## src/rtl/gpio_irq_pkg.sv

```systemverilog
// Package: shared constants and register index type for the pin controller.
// Assumes word-aligned accesses; the byte-lane bits of the address are ignored.
package gpio_irq_pkg;

    localparam int ADDR_W = 5;

    typedef enum logic [2:0] {
        RI_DIR    = 3'd0,
        RI_OUT    = 3'd1,
        RI_INV    = 3'd2,
        RI_BLINK  = 3'd3,
        RI_LVLMSK = 3'd4,
        RI_EDGMSK = 3'd5,
        RI_FLAGS  = 3'd6,
        RI_DATAIN = 3'd7
    } reg_idx_e;

endpackage

```

## src/rtl/gpio_in_sync.sv

```systemverilog
// Input path: two-flop synchroniser, per-pin inversion, and rising-edge
// detection on the corrected level. Assumes pin_in is asynchronous to clk.
module gpio_in_sync #(
    parameter int NPINS = 32
) (
    input  logic             clk,
    input  logic             rst_n,
    input  logic [NPINS-1:0] pin_in,
    input  logic [NPINS-1:0] inv,
    output logic [NPINS-1:0] corr,
    output logic [NPINS-1:0] rise
);

    logic [NPINS-1:0] meta_q;
    logic [NPINS-1:0] sync_q;
    logic [NPINS-1:0] prev_q;

    // Two-stage synchroniser on the raw pins.
    always_ff @(posedge clk) begin
        if (!rst_n) begin
            meta_q <= '0;
            sync_q <= '0;
        end else begin
            meta_q <= pin_in;
            sync_q <= meta_q;
        end
    end

    // Corrected level as software and interrupt logic see it.
    always_comb corr = sync_q ^ inv;

    // Remember last corrected level to find 0-to-1 transitions.
    always_ff @(posedge clk) begin
        if (!rst_n) prev_q <= '0;
        else        prev_q <= corr;
    end

    // Active edge of the corrected level.
    always_comb rise = corr & ~prev_q;

endmodule

```

## src/rtl/gpio_blink_gen.sv

```systemverilog
// Blink source: free-running prescaler that produces one 50 % duty square
// wave shared by all blinking pins. Assumes HALF >= 2.
module gpio_blink_gen #(
    parameter int HALF = 4
) (
    input  logic clk,
    input  logic rst_n,
    output logic wave
);

    localparam int CW = (HALF > 1) ? $clog2(HALF) : 1;
    localparam logic [CW-1:0] LAST = CW'(HALF - 1);

    logic [CW-1:0] cnt_q;
    logic          wave_q;

    // Count HALF cycles, then toggle the wave.
    always_ff @(posedge clk) begin
        if (!rst_n) begin
            cnt_q  <= '0;
            wave_q <= 1'b0;
        end else if (cnt_q == LAST) begin
            cnt_q  <= '0;
            wave_q <= ~wave_q;
        end else begin
            cnt_q  <= cnt_q + 1'b1;
        end
    end

    assign wave = wave_q;

    // the wave holds between prescaler wraps.
    a_r10_wave_holds: assert property (@(posedge clk) disable iff (!rst_n)
        (cnt_q != LAST) |=> $stable(wave_q));

    // the wave flips on each wrap.
    a_r10_wave_flips: assert property (@(posedge clk) disable iff (!rst_n)
        (cnt_q == LAST) |=> (wave_q != $past(wave_q)));

endmodule

```

## src/rtl/gpio_irq_agg.sv

```systemverilog
// Interrupt aggregation: forms per-pin requests from level and edge sources
// and ORs them into one line per group. Assumes NPINS is a multiple of GRP.
module gpio_irq_agg #(
    parameter int NPINS = 32,
    parameter int GRP   = 8
) (
    input  logic                 clk,
    input  logic                 rst_n,
    input  logic [NPINS-1:0]     corr,
    input  logic [NPINS-1:0]     lvl_msk,
    input  logic [NPINS-1:0]     flags,
    input  logic [NPINS-1:0]     edg_msk,
    output logic [NPINS/GRP-1:0] irq_grp
);

    localparam int NGRP = NPINS / GRP;

    logic [NPINS-1:0] pin_req;

    // Per-pin request: level source or latched edge source.
    always_comb pin_req = (corr & lvl_msk) | (flags & edg_msk);

    for (genvar g = 0; g < NGRP; g++) begin : g_grp
        // One summary line per group of GRP pins.
        assign irq_grp[g] = |pin_req[g*GRP +: GRP];
    end

    // with both masks clear no line may be raised.
    a_r9_quiet_when_masked: assert property (@(posedge clk) disable iff (!rst_n)
        ((lvl_msk == '0) && (edg_msk == '0)) |-> (irq_grp == '0));

endmodule

```

## src/rtl/gpio_irq_ctrl.sv

```systemverilog
// Top of the pin controller: register file and bus decode, output drive
// with blink override, plus the input and interrupt sub-blocks.
// Assumes single-cycle word accesses and synchronous active-low reset.
module gpio_irq_ctrl
    import gpio_irq_pkg::*;
#(
    parameter int NPINS      = 32,
    parameter int GRP        = 8,
    parameter int BLINK_HALF = 4
) (
    input  logic                 clk,
    input  logic                 rst_n,
    input  logic                 bus_sel,
    input  logic                 bus_wr,
    input  logic [ADDR_W-1:0]    bus_addr,
    input  logic [NPINS-1:0]     bus_wdata,
    output logic [NPINS-1:0]     bus_rdata,
    input  logic [NPINS-1:0]     pin_in,
    output logic [NPINS-1:0]     pin_oe,
    output logic [NPINS-1:0]     pin_out,
    output logic [NPINS/GRP-1:0] irq_grp
);

    logic [NPINS-1:0] dir_q, out_q, inv_q, blk_q, lmsk_q, emsk_q, flags_q;
    logic [NPINS-1:0] corr, rise, keep_mask;
    logic             wave;
    reg_idx_e         widx;
    logic             wr_en, rd_en;

    always_comb begin
        widx  = reg_idx_e'(bus_addr[ADDR_W-1:2]);
        wr_en = bus_sel && bus_wr;
        rd_en = bus_sel && !bus_wr;
    end

    gpio_in_sync #(.NPINS(NPINS)) u_sync (
        .clk(clk), .rst_n(rst_n), .pin_in(pin_in), .inv(inv_q),
        .corr(corr), .rise(rise)
    );

    gpio_blink_gen #(.HALF(BLINK_HALF)) u_blink (
        .clk(clk), .rst_n(rst_n), .wave(wave)
    );

    gpio_irq_agg #(.NPINS(NPINS), .GRP(GRP)) u_agg (
        .clk(clk), .rst_n(rst_n), .corr(corr), .lvl_msk(lmsk_q),
        .flags(flags_q), .edg_msk(emsk_q), .irq_grp(irq_grp)
    );

    // Configuration registers written from the bus.
    always_ff @(posedge clk) begin
        if (!rst_n) begin
            dir_q  <= '1;
            out_q  <= '0;
            inv_q  <= '0;
            blk_q  <= '0;
            lmsk_q <= '0;
            emsk_q <= '0;
        end else if (wr_en) begin
            case (widx)
                RI_DIR:    dir_q  <= bus_wdata;
                RI_OUT:    out_q  <= bus_wdata;
                RI_INV:    inv_q  <= bus_wdata;
                RI_BLINK:  blk_q  <= bus_wdata;
                RI_LVLMSK: lmsk_q <= bus_wdata;
                RI_EDGMSK: emsk_q <= bus_wdata;
                default:   ;
            endcase
        end
    end

    // Bits written as 0 to the flag register are cleared; others kept.
    always_comb keep_mask = (wr_en && widx == RI_FLAGS) ? bus_wdata : '1;

    // Sticky edge flags; a new edge outranks a clear.
    always_ff @(posedge clk) begin
        if (!rst_n) flags_q <= '0;
        else        flags_q <= (flags_q & keep_mask) | rise;
    end

    // Combinational read mux.
    always_comb begin
        bus_rdata = '0;
        if (rd_en) begin
            case (widx)
                RI_DIR:    bus_rdata = dir_q;
                RI_OUT:    bus_rdata = out_q;
                RI_INV:    bus_rdata = inv_q;
                RI_BLINK:  bus_rdata = blk_q;
                RI_LVLMSK: bus_rdata = lmsk_q;
                RI_EDGMSK: bus_rdata = emsk_q;
                RI_FLAGS:  bus_rdata = flags_q;
                default:   bus_rdata = corr;
            endcase
        end
    end

    // Pad controls: driver on for outputs, blink wave overrides stored bit.
    always_comb begin
        pin_oe  = ~dir_q;
        pin_out = (blk_q & {NPINS{wave}}) | (~blk_q & out_q);
    end

    // reset leaves every pin an input and the state registers empty.
    a_r1_reset_state: assert property (@(posedge clk)
        !rst_n |=> (dir_q == '1 && out_q == '0 && blk_q == '0 && flags_q == '0));

    // a write to the corrected-input slot disturbs no register.
    a_r5_datain_write_ignored: assert property (@(posedge clk) disable iff (!rst_n)
        (wr_en && widx == RI_DATAIN) |=> ($stable(dir_q) && $stable(out_q) &&
        $stable(inv_q) && $stable(blk_q) && $stable(lmsk_q) && $stable(emsk_q)));

    // a detected edge always lands in the flags, even under a clear.
    a_r8_edge_beats_clear: assert property (@(posedge clk) disable iff (!rst_n)
        1'b1 |=> ((flags_q & $past(rise)) == $past(rise)));

    // without a flag write no set flag may drop.
    a_r7_flags_sticky: assert property (@(posedge clk) disable iff (!rst_n)
        !(wr_en && widx == RI_FLAGS) |=> ((flags_q & $past(flags_q)) == $past(flags_q)));

endmodule

```

## config.mk

```make
export PLATFORM = sky130hd
export DESIGN_NAME = gpio_irq_ctrl
export DESIGN_NICKNAME = d
export VERILOG_FILES = /design/src/rtl/gpio_irq_pkg.sv /design/src/rtl/gpio_in_sync.sv /design/src/rtl/gpio_blink_gen.sv /design/src/rtl/gpio_irq_agg.sv /design/src/rtl/gpio_irq_ctrl.sv
export SDC_FILE = /design/constraint.sdc
export NUM_CORES = 1
export LEC_CHECK = 0
export BUFFER_PORTS_ARGS = -buffer_cell sky130_fd_sc_hd__buf_2
export CAP_MARGIN = 20
export CORE_ASPECT_RATIO = 0.75
export CORE_UTILIZATION = 53
export CTS_CLUSTER_DIAMETER = 150
export DETAILED_ROUTE_END_ITERATION = 10
export GPL_ROUTABILITY_DRIVEN = 0
export PLACE_DENSITY = 0.74
export SLEW_MARGIN = 15
export SYNTH_ARGS = -nofsm -noshare
export SYNTH_HDL_FRONTEND = slang
export SYNTH_HIERARCHICAL = 1
export SYNTH_SLANG_ARGS = --single-unit
```

## constraint.sdc

```tcl
create_clock -name clk -period 1.59 [get_ports clk]
set_clock_uncertainty 0.05 [all_clocks]
set_input_delay 0.2385 -clock clk [delete_from_list [all_inputs] [get_ports clk]]
set_output_delay 0.2385 -clock clk [all_outputs]
set_load 0.03 [all_outputs]
```

# Word level (Yosys, flattened, before mapping)
# Index checks and enable logic that the tools add are counted.
word_totals:
  output_inout_bits: 100
  input_bits: 73
  reg_bits: 323
  wordCells: 54
op_classes:
  bitwise: 15
  n_reduce_logical: 16
  addsub: 1
  muxes: 3
  n_eq_ne: 7
ops:
  columns: ["op", "count"]
  rows:
  - ["$pmux 32 s7", 1]
  - ["$and 32x32->32", 6]
  - ["$not 32->32", 3]
  - ["$or 32x32->32", 3]
  - ["$mux 32", 2]
  - ["$reduce_or 8->1", 4]
  - ["$xor 32x32->32", 1]
  - ["$reduce_and 2->1", 6]
  - ["$eq 3x3->1 const B", 3]
  - ["$eq 3x2->1 const B", 2]
  - ["$eq 3x1->1 const B", 1]
  - ["$logic_and 1x1->1", 3]
  - ["$logic_not 3->1", 1]
  - ["$add 2x1->2 const B", 1]
  - ["$eq 2x2->1 const B", 1]
  - ["$not 1->1", 2]
  - ["$reduce_or 2->1", 1]
  - ["$logic_not 1->1", 1]

# Depth between registers and ports, before layout
# Gate-level depths: netlist of run 1.
logic_depth:
  word_depth: 5
  ltp_mapped: 7
  depth_no_buf: 4

# By module
# Netlist of run 1, hierarchy kept.
by_module_without_submodules:
  columns: ["module", "seq_area_each_um2", "area_each_um2", "n_inst", "cells_per_inst"]
  rows:
  - ["gpio_irq_ctrl", 4484.3, 10626.4, 1, 1301]
  - ["gpio_in_sync", 1921.8, 3084.2, 1, 266]
  - ["gpio_irq_agg", 0.0, 405.4, 1, 36]
  - ["gpio_blink_gen", 60.1, 105.1, 1, 8]

# Worst setup path after synthesis of run 1
# OpenSTA, ideal clock, no wires.
synth_path:
  path_type: "input to output"
  startpoint: "input port bus_addr[3]"
  endpoint: "output port bus_rdata[0]"
  t_required_ns: 1.301
  path_stages: 6
  path_buffers: 2
  slack_ns: -0.334
  arrival_ns: 1.635
  path_cell_list: "buf_4 -> buf_4 -> mux2_2 -> a22oi_1 -> or2_2 -> a31oi_1"
synth_between:
  elab_chain_cells: 3
  word_cells_on_any_way: 9
  classes_between: "eq/ne: 6; mux: 2; reduce/logical: 1"
synth_rtl:
  columns: ["item", "line", "source"]
  rows:
  - ["start: declaration", "gpio_irq_ctrl.sv:15", "input logic [ADDR_W-1:0] bus_addr,"]
  - ["$eq 3x3->1, or another cell as far along", "gpio_irq_ctrl.sv:85", "case (widx)"]
  - ["$pmux 32 s7 (*)", "gpio_irq_ctrl.sv:85", null]
  - ["$mux 32 (*)", "gpio_irq_ctrl.sv:84", "if (rd_en) begin"]
  - ["end: declaration", "gpio_irq_ctrl.sv:17", "output logic [NPINS-1:0] bus_rdata,"]
# Mark *: on every way between the ends. The rest lies on a longest branch, timed or not.

# Worst setup path in the final report of run 1
layout_path:
  startpoint: "register inv_q[8]"
  endpoint: "output port irq_grp[1]"
layout_between:
  elab_chain_cells: 4
layout_rtl:
  columns: ["item", "line", "source"]
  rows:
  - ["start: declaration", "gpio_irq_ctrl.sv:24", "logic [NPINS-1:0] dir_q, out_q, inv_q, blk_q, lmsk_q, emsk_q, flags_q;"]
  - ["start signal: assignment", "gpio_irq_ctrl.sv:63", "RI_INV: inv_q <= bus_wdata;"]
  - ["$xor 32x32->32", "gpio_in_sync.sv:30", "always_comb corr = sync_q ^ inv;"]
  - ["named net corr[8]", "gpio_irq_ctrl.sv:25", "logic [NPINS-1:0] corr, rise, keep_mask;"]
  - ["$and 32x32->32", "gpio_irq_agg.sv:21", "always_comb pin_req = (corr & lvl_msk) | (flags & edg_msk);"]
  - ["$or 32x32->32", "gpio_irq_agg.sv:21", null]
  - ["$reduce_or 8->1", "gpio_irq_agg.sv:25", "assign irq_grp[g] = |pin_req[g*GRP +: GRP];"]
  - ["end: declaration", "gpio_irq_ctrl.sv:21", "output logic [NPINS/GRP-1:0] irq_grp"]
# The timed path passes the listed nets, and every way through them passes these cells.

==> reports/qor.yml, run 1 <==
power_and_ir_drop:
  switching_power_mw: 4.60
  combPwrFrac: 0.117
  clockPowerShare: 0.427
  ir_drop_mv: 0.891
  p_int_mw: 14.1
  seq_power_share: 0.456
  power.total_mw: 18.7
  powerDensity_nw_per_um2: 943
  swShare: 0.246
  leakage_nw: 7.87
timing:
  hold_viol: 0
  maxSlewHeadroom: 0.684
  drv_slew: 0
  worst_slew_pin_slew_ps: 474
  setup_violations: 68
  fmax_mhz: 443
  period_share: 1.42
  final.setup.tns_ps: -20690
  rsz0062_at_grt: "yes"
  holdWs_ps: 42.6
  fin_crit_ps: 2250
  layout_setup_ws_ps: -665
drt:
  vias: 13600
  ant_nets: 0
  drt-total-wl_um: 48800
  drc: 0
  wire_per_inst_um: 21.5
  drt_iter0_drc: 1280
  drt_pass1_iterations: 7
  avgViaCountPerCell: 6.01
die:
  io_pins: 173
  rows: 51
  fp.coreArea_um2: 26200
  die-height_um: 144
  start_util: 0.544
  die_w_um: 191
  dieArea_um2: 27500
flow_run:
  cap_viol_max_count: 0
clocking:
  cts_buffers: 31
  cts_tree: "built"
  clock-sinks: 323
  cts-root-buf: "clkbuf_16"
  cts_max_level: 1
  clock_latency_ps: 570
  cts.clk_slew.worst_paths_ps: 70
  clockBufferDepth: 3
finish:
  final_cell_mix: "nand2_1, dfxtp_1, buf_4, a21boi_1"
  drive_gt1_frac: 0.353
  final_common_cell: "nand2_1"
  diodes: 0
  fin_nets: 1978
  syn_to_final_growth_pct: 39.6
global_route:
  grt_pass1_wl_um: 74500
  grt.overflow.total: 0
  antenna_found_initial: 1
  grt_max_degree: 54
  grt_pass1_vias: 13500
  grt_use_total: 0.350
hold_path:
  holdCritPathClass: "in -> reg"
logic_synthesis:
  ys.flop_type: "dfxtp_1"
  ys_seq_area_frac: 0.455
  synthCells: 1611
  synth_area_per_cell_um2: 8.83
  synth-warning-count: 6
  ys_seq_elements: 323
  synth.distinct_cells: 45
  synth-edff-count: 0
  syn-num-nets: 1685
  syn-cell-area_um2: 14200
  ys_async_sr_fraction: 0
critical_path:
  required_ps: 1300
  critPathKind: "reg -> out"
  crit_arrival_ps: 1970
  crit_path_start_kind: "flip-flop"
  endpoint_kind: "output pin"
  crit_fanout: 2
placement:
  dp_hpwl_um: 30500
  io_buffer_count: 170
  dp_slack_ps: -352
run_status:
  violations: "setup timing"
  status: "complete, but fails checks"
-- through the flow --
step / util / instance area [um^2] / cells
finish: 0.759 / 19900 / 2272
global route: 0.759 / 19900 / 2272
CTS: 0.753 / 19700 / 2274
detailed placement: 0.628 / 16400 / 2131
global placement: 0.628 / 16400 / 2131
floorplan: - / 14500 / 1611
-- per-layer routing --
metal / global-route usage / routed length (um) / vias up
li1: - / - / 6121
met2: 0.568 / 22500 / 781
met3: 0.0747 / 4740 / 167
met5: 0 / 13 / -
met1: 0.457 / 20000 / 6573
met4: 0.126 / 1520 / 2
-- worst max-delay path: stages (launching register included) --
cell and delay (ps):
dfxtp_2 320, xor2_1 180, a22o_1 270, a221oi_2 240, nand4_1 200, buf_6 180
-- power groups by stage --
stage	combinational (mW)	sequential [mW]	clock (mW)
6_report	2.20	8.53	7.99
4_1_cts	2.14	8.51	8.05
3_3_place_gp	1.71	8.65	0
3_5_place_dp	1.75	8.65	0
2_1_floorplan	1.05	8.60	0
5_1_grt	2.31	8.54	8.39
-- registers in the layout, summed over array words and instances (netlist names) --
register,flops
inv_q,32
u_sync/meta_q,32
lmsk_q,32
u_blink/cnt_q,2
u_blink/wave,1
dir_q,32
u_sync/prev_q,32
emsk_q,32
u_sync/sync_q,32
out_q,32
flags_q,32
blk_q,32
-- cell type report --
cell class,count,area [um^2]
Clock buffer,42,867
Inverter,33,124
Tap cell,344,430
Fill cell,1710,6310
Timing Repair Buffer,387,3450
Sequential cell,323,6640
Clock inverter,15,235
Multi-Input combinational cell,1128,8100
-- cells by family (layout without fill, tap and decap cells) --
| kind of cell | Yosys count | in the layout | synth area share |
|---|---|---|---|
| fa+ha+maj | 1 | 1 | 0.000880 |
| buf+inv | 160 | 477 | 0.0522 |
| flops | 323 | 323 | 0.455 |
| compound gates | 478 | 478 | 0.258 |
| simple gates | 580 | 580 | 0.185 |
| xor+xnor | 33 | 33 | 0.0203 |
| mux | 36 | 36 | 0.0285 |
-- worst paths after layout --
check                           slack, ps               from           endpoint  cells past startpoint
worst min register to register        380  u_sync/meta_q[23]  u_sync/sync_q[23]                      1
worst max register to register        220  u_sync/sync_q[21]        flags_q[21]                      6
worst max-delay path                 -660           inv_q[8]         irq_grp[1]                      5
worst min-delay path                   40              rst_n          dir_q[31]                      2
-- cell usage after synthesis, types with 5 or more instances --
master,number,share of area
nand2_1,410,0.11
dfxtp_1,323,0.45
a21boi_1,111,0.059
and2_1,98,0.043
o21a_1,65,0.034
buf_2,62,0.022
o21ai_0,60,0.021
clkbuf_1,52,0.014
a21boi_0,49,0.026
mux2_2,36,0.029
a31oi_1,34,0.015
nor2b_1,34,0.015
inv_1,33,0.0087
xor2_1,33,0.020
o211ai_1,32,0.017
a22oi_1,31,0.016
a221oi_1,28,0.017
o221a_2,27,0.021
a221oi_2,16,0.017
a22o_1,16,0.0099
nor2_1,12,0.0032
buf_6,6,0.0048
a32oi_1,5,0.0031
buf_4,5,0.0026
-- timing repair --
item | 4_1_cts | 5_1_grt
hold endpoints to repair | 224 | 0
pin swaps | 73 | 44
resized for setup | 381 | 72
hold buffers | 64 | 0
setup buffers | 20 | 4
setup endpoints to repair | 68 | 68
cloned | 3 | 0
No activity file was read; power rests on OpenSTA's default activity.
==> inputs of run 2 (changes only) <==
- BUFFER_PORTS_ARGS: -buffer_cell sky130_fd_sc_hd__buf_2 -> not set
- CORE_UTILIZATION: 53 -> 55
- DONT_BUFFER_PORTS: not set -> 1
- PLACE_DENSITY: 0.74 -> 0.7
- SYNTH_HIERARCHICAL: 1 -> not set
==> run 2 against run 1 <==
Net effect:
- the flow still finishes with violations (setup timing)
- combinational power down 12%
- maximum frequency up 5.8%
- worst setup slack better by 120 ps
- via count up 2.6%
- sequential share of layout area down 1.7 points
- cell area up 4.5%
- die area down 4.4%
- first-iteration DRC count up 23%
- sequential power about the same
- worst hold slack better by 100 ps
==> reports/qor.yml, run 2 <==
logic_synthesis:
  yosys-top-cells-count: "nand2_1, dfxtp_1, a21boi_0"
  yosysTopAreaCell: "dfxtp_1"
  synth_area_per_cell_um2: 8.67
  syn-num-nets: 1700
  ys_seq_elements: 323
  synth.distinct_cells: 45
  ys.flop_type: "dfxtp_1"
  synth_top_cell_area_share: 0.458
  synthCells: 1626
  ys_async_sr_fraction: 0
  synth-edff-count: 0
  ys_seq_area_frac: 0.458
  syn-cell-area_um2: 14100
  yosysMostFrequentCell: "nand2_1"
  synth_area_leaders: "dfxtp_1, nand2_1, a21boi_0"
  synth-warning-count: 0
critical_path:
  critical_path_buf_inv_count: 1
  endpoint_kind: "output pin"
  critical_path_depth: 5
  r2r-end: "u_sync.prev_q[9]"
  slowest_stage: "dfxtp_2"
  r2r_cells: 4
  crit_path_start_kind: "flip-flop"
  crit_family: "compound AO/OA/AOI/OAI gates"
  cp-startpoint: "u_sync.sync_q[8]"
  cpPeakStageDelay_ps: 330
  required_ps: 1300
  crit_arrival_ps: 1840
  endpoint: "irq_grp[1]"
  r2r-start: "inv_q[9]"
  crit_fanout: 4
  critPathKind: "reg -> out"
  path_cells: "xor2_2 > a22o_1 > a221oi_2 > nand3_2 > buf_6"
  r2r_slack_ps: 40
placement:
  place_area_um2: 15300
  io_buffer_count: 0
  placed_cells: 1940
  dp_slack_ps: -118
  dp_hpwl_um: 26000
die:
  start_util: 0.562
  die-height_um: 141
  die_w_um: 187
  rows: 50
  dieArea_um2: 26300
  fp.coreArea_um2: 25100
  io_pins: 173
clocking:
  clockBufferDepth: 3
  cts_tree: "built"
  cts-root-buf: "clkbuf_16"
  clock_latency_ps: 520
  clock-sinks: 323
  cts_buffers: 35
  cts.clk_slew.worst_paths_ps: 70
  cts_max_level: 2
finish:
  final_common_cell: "nand2_1"
  syn_to_final_growth_pct: 47.0
  seq_area_um2: 6600
  finalNonFillerCells: 2315
  finalInstanceArea_um2: 20700
  final_cell_mix: "nand2_1, dlygate4sd3_1, dfxtp_1, a21boi_0, and2_1"
  drive_gt1_frac: 0.222
  fin_nets: 2023
  post-route-util: 0.827
  fillers: 1364
  multiInputGateArea_um2: 8090
drt:
  routedLengthMet1_um: 21000
  wl_met3_um: 5710
  drt_iter0_drc: 1579
  wire_per_inst_um: 22.5
  top_layer_used: "met4"
  ant_nets: 0
  avgViaCountPerCell: 6.05
  drt-total-wl_um: 52100
  vias: 14000
  drt_pass1_iterations: 6
  wl_met2_um: 23500
  drc: 0
global_route:
  grt.overflow.total: 0
  grt_max_degree: 221
  grt_pass1_wl_um: 76200
  antenna_found_initial: 1
  grt_use_total: 0.370
  grt_pass1_vias: 13700
timing:
  period_share: 1.34
  final.setup.tns_ps: -17610
  holdWs_ps: 142
  rsz0062_at_grt: "yes"
  worst_slew_pin_slew_ps: 611
  layout_setup_ws_ps: -541
  hold_viol: 0
  drv_slew: 0
  fmax_mhz: 469
  maxSlewHeadroom: 0.591
  fin_crit_ps: 2130
  setup_violations: 91
power_and_ir_drop:
  power.total_mw: 19.5
  leakage_nw: 8.32
  seq_power_share: 0.437
  powerDensity_nw_per_um2: 939
  switching_power_mw: 4.65
  swShare: 0.239
  clockPowerShare: 0.463
  p_int_mw: 14.8
  ir_drop_mv: 0.881
  combPwrFrac: 0.100
hold_path:
  hp-start: "bus_addr[4]"
  holdCritPathClass: "in -> reg"
run_status:
  status: "complete, but fails checks"
  violations: "setup timing"
flow_run:
  cap_viol_max_count: 0
## run 2: cell count changes in the layout (fill, tap and decap cells not counted), moves of 53 or more
| cell | previous run | this run |
|---|---|---|
| buf_6 | 81 | 21 |
| buf_2 | 101 | 0 |
| a21boi_0 | 49 | 134 |
| dlygate4sd3_1 | 64 | 283 |
| nand2b_1 | 3 | 56 |
| o21a_1 | 65 | 0 |
| a21boi_1 | 111 | 58 |
## run 2: kinds of logic (layout without fill, tap and decap cells)
family,count (synthesis),in the layout,synth area share
adders and majority gates,1,1,0.000887
and+or+nand+nor,596,596,0.192
DFF,323,323,0.458
AOI/OAI and AO/OA,452,452,0.232
muxes,65,65,0.0510
buffers and inverters,156,505,0.0450
xor gates and xnor gates,33,33,0.0205
other,0,2,0
## run 2: layer usage
layer	vias up	global-route usage
li1	6188	-
met1	6784	0.486
met2	866	0.592
met3	159	0.0861
met4	0	0.144
met5	-	0
## run 2: worst min path at each step
stage                     cells after the start          endpoint
after detailed placement                      1         dir_q[19]
after global placement                        1         dir_q[19]
after global routing                          4         inv_q[29]
final                                         4         inv_q[29]
after CTS                                     4         inv_q[29]
after floorplan                               1  u_sync.meta_q[0]
## run 2: power by group through the flow
stage,sequential (mW),clock (mW),combinational (mW)
2_1_floorplan,8.59,0,1.06
3_3_place_gp,8.63,0,1.20
3_5_place_dp,8.64,0,1.22
4_1_cts,8.49,8.99,1.81
5_1_grt,8.52,9.38,2.03
6_report,8.51,9.02,1.94
## run 2: worst min-delay path, stage by stage
cell and delay (ps):
nor3_4 70, buf_12 160, nand2_1 70, a21boi_0 80
## run 2: area by class of cell
type	count	area share
Tap cell	338	0.0204
Multi-Input combinational cell	1147	0.390
Sequential cell	323	0.318
Antenna cell	2	0.000241
Inverter	32	0.00579
Clock inverter	14	0.0116
Clock buffer	49	0.0497
Timing Repair Buffer	410	0.204
## run 2: timing repair
item	in CTS	in global routing
gates cloned	3	3
endpoints found under the hold margin	323	1
gates resized for setup	222	88
pin swaps	89	58
setup endpoints to repair	68	94
buffers inserted	15	8
hold buffers	284	1
==> inputs of run 3 (changes only) <==
- CORE_ASPECT_RATIO: 0.75 -> 0.8
==> run 3 against run 2 <==
Net effect:
- die area hardly changed
- the run still ends with setup timing left
- cell count decreased by 0.78%
- largest cell class unchanged
- largest power group is now registers
- cell area decreased by 1.4%
==> reports/qor.yml, run 3 (same netlist as run 2, synthesis figures left out) <==
run_status:
  status: "complete, but fails checks"
  violations: "setup timing"
finish:
  finalInstanceArea_um2: 20500
  post-route-util: 0.810
  drive_gt1_frac: 0.220
  multiInputGateArea_um2: 8030
  final_common_cell: "nand2_1"
  syn_to_final_growth_pct: 45.0
  diodes: 0
  final_cell_mix: "nand2_1, dlygate4sd3_1, dfxtp_1, a21boi_0, and2_1"
  fillers: 1516
  seq_area_um2: 6580
  fin_nets: 2026
placement:
  io_buffer_count: 0
  dp_slack_ps: -155
  place_area_um2: 15300
  dp_hpwl_um: 25600
die:
  dieArea_um2: 26300
  die-height_um: 145
  fp.coreArea_um2: 25200
  die_w_um: 181
  rows: 52
  io_pins: 173
  start_util: 0.559
timing:
  drv_slew: 0
  maxSlewHeadroom: 0.601
  final.setup.tns_ps: -17760
  rsz0062_at_grt: "yes"
  period_share: 1.33
  layout_setup_ws_ps: -517
  fin_crit_ps: 2110
  setup_violations: 68
  hold_viol: 0
  fmax_mhz: 475
  worst_slew_pin_slew_ps: 598
clocking:
  cts.clk_slew.worst_paths_ps: 60
  cts_max_level: 2
  clock-sinks: 323
  cts-root-buf: "clkbuf_16"
  cts_tree: "built"
  clock_latency_ps: 520
  clockBufferDepth: 3
  cts_buffers: 35
global_route:
  antenna_found_initial: 0
  grt.overflow.total: 0
  grt_use_total: 0.379
  grt_max_degree: 222
  grt_pass1_wl_um: 78000
  grt_pass1_vias: 13900
critical_path:
  cpPeakStageDelay_ps: 360
  endpoint_kind: "output pin"
  path_cells: "a22o_1 > a221oi_2 > and3_1 > nand3_1 > buf_6"
  required_ps: 1300
  r2r_slack_ps: 30
  slowest_stage: "dfxtp_4"
  crit_path_start_kind: "flip-flop"
  critPathKind: "reg -> out"
  crit_fanout: 3
  crit_arrival_ps: 1820
drt:
  vias: 13800
  ant_nets: 0
  wire_per_inst_um: 22.2
  avgViaCountPerCell: 6.00
  drt_pass1_iterations: 7
  routedLengthMet1_um: 20500
  top_layer_used: "met4"
  wl_met3_um: 5370
  drt_iter0_drc: 1485
  drc: 0
  drt-total-wl_um: 50900
  wl_met2_um: 23200
hold_path:
  holdCritPathClass: "in -> reg"
power_and_ir_drop:
  ir_drop_mv: 0.823
  leakage_nw: 8.27
  powerDensity_nw_per_um2: 892
flow_run:
  cap_viol_max_count: 0
==> run 3: changes by cell type in the layout (fill, tap and decap cells not counted), moves of 4 or more <==
cell,previous run,this run
dfxtp_4,10,5
o21ai_1,24,18
buf_4,78,83
o21ai_2,19,27
xor2_1,3,7
bufinv_16,6,0
dfxtp_2,73,78
==> run 3: final timing paths <==
check / startpoint / end / cells past startpoint
worst min register to register: u_sync.meta_q[24] / u_sync.sync_q[24] / 1
worst min-delay path: rst_n / u_sync.prev_q[15] / 2
worst max-delay path: flags_q[6] / irq_grp[0] / 5
worst max register to register: u_sync.sync_q[14] / u_sync.prev_q[14] / 4
==> run 3: what timing repair did <==
action / CTS / global route
cloned: 4 / 0
endpoints found under the hold margin: 323 / 1
setup buffers: 20 / 9
setup endpoints to repair: 68 / 86
pin swaps: 96 / 55
hold buffers: 285 / 1
gates resized for setup: 232 / 68
==> run 3: critical path, delay by kind of cell, from the launching register on <==
family / cells / cell delay (ps)
AND/OR/NAND/NOR: 2 / 300
AO/OA/AOI/OAI: 2 / 470
buffers and inverters: 1 / 160
flip-flops: 1 / 360
==> run 3: through the flow <==
stage | std cells | power, mW | hold WS (ps)
after floorplan | 1626 | 9.64 | 316
after global placement | 1927 | 9.82 | 294
after detailed placement | 1927 | 9.85 | 298
after CTS | 2292 | 18.1 | 88.6
after global routing | 2297 | 18.8 | 18.8
final | 2297 | 18.3 | 2.78
==> run 3: final cells by class <==
class	instances	area share
inverters	32	0.00587
well taps	324	0.0198
repair buffers	413	0.208
clock buffers	51	0.0503
multi-input cells	1147	0.393
clock inverters	7	0.00190
flip-flops and latches	323	0.322
==> run 3: routing by layer <==
metal,GRT usage,up-vias
met4,0.158,0
met1,0.496,6603
li1,-,6197
met5,0,-
met3,0.0818,161
met2,0.606,827
==> run 3: power breakdown <==
group          leakage [nW]  total [mW]  switching [mW]  internal, mW
Sequential             2.67        8.51           0.176          8.33
Clock                 0.530        7.80            3.33          4.47
Combinational          5.08        1.94           0.973         0.965
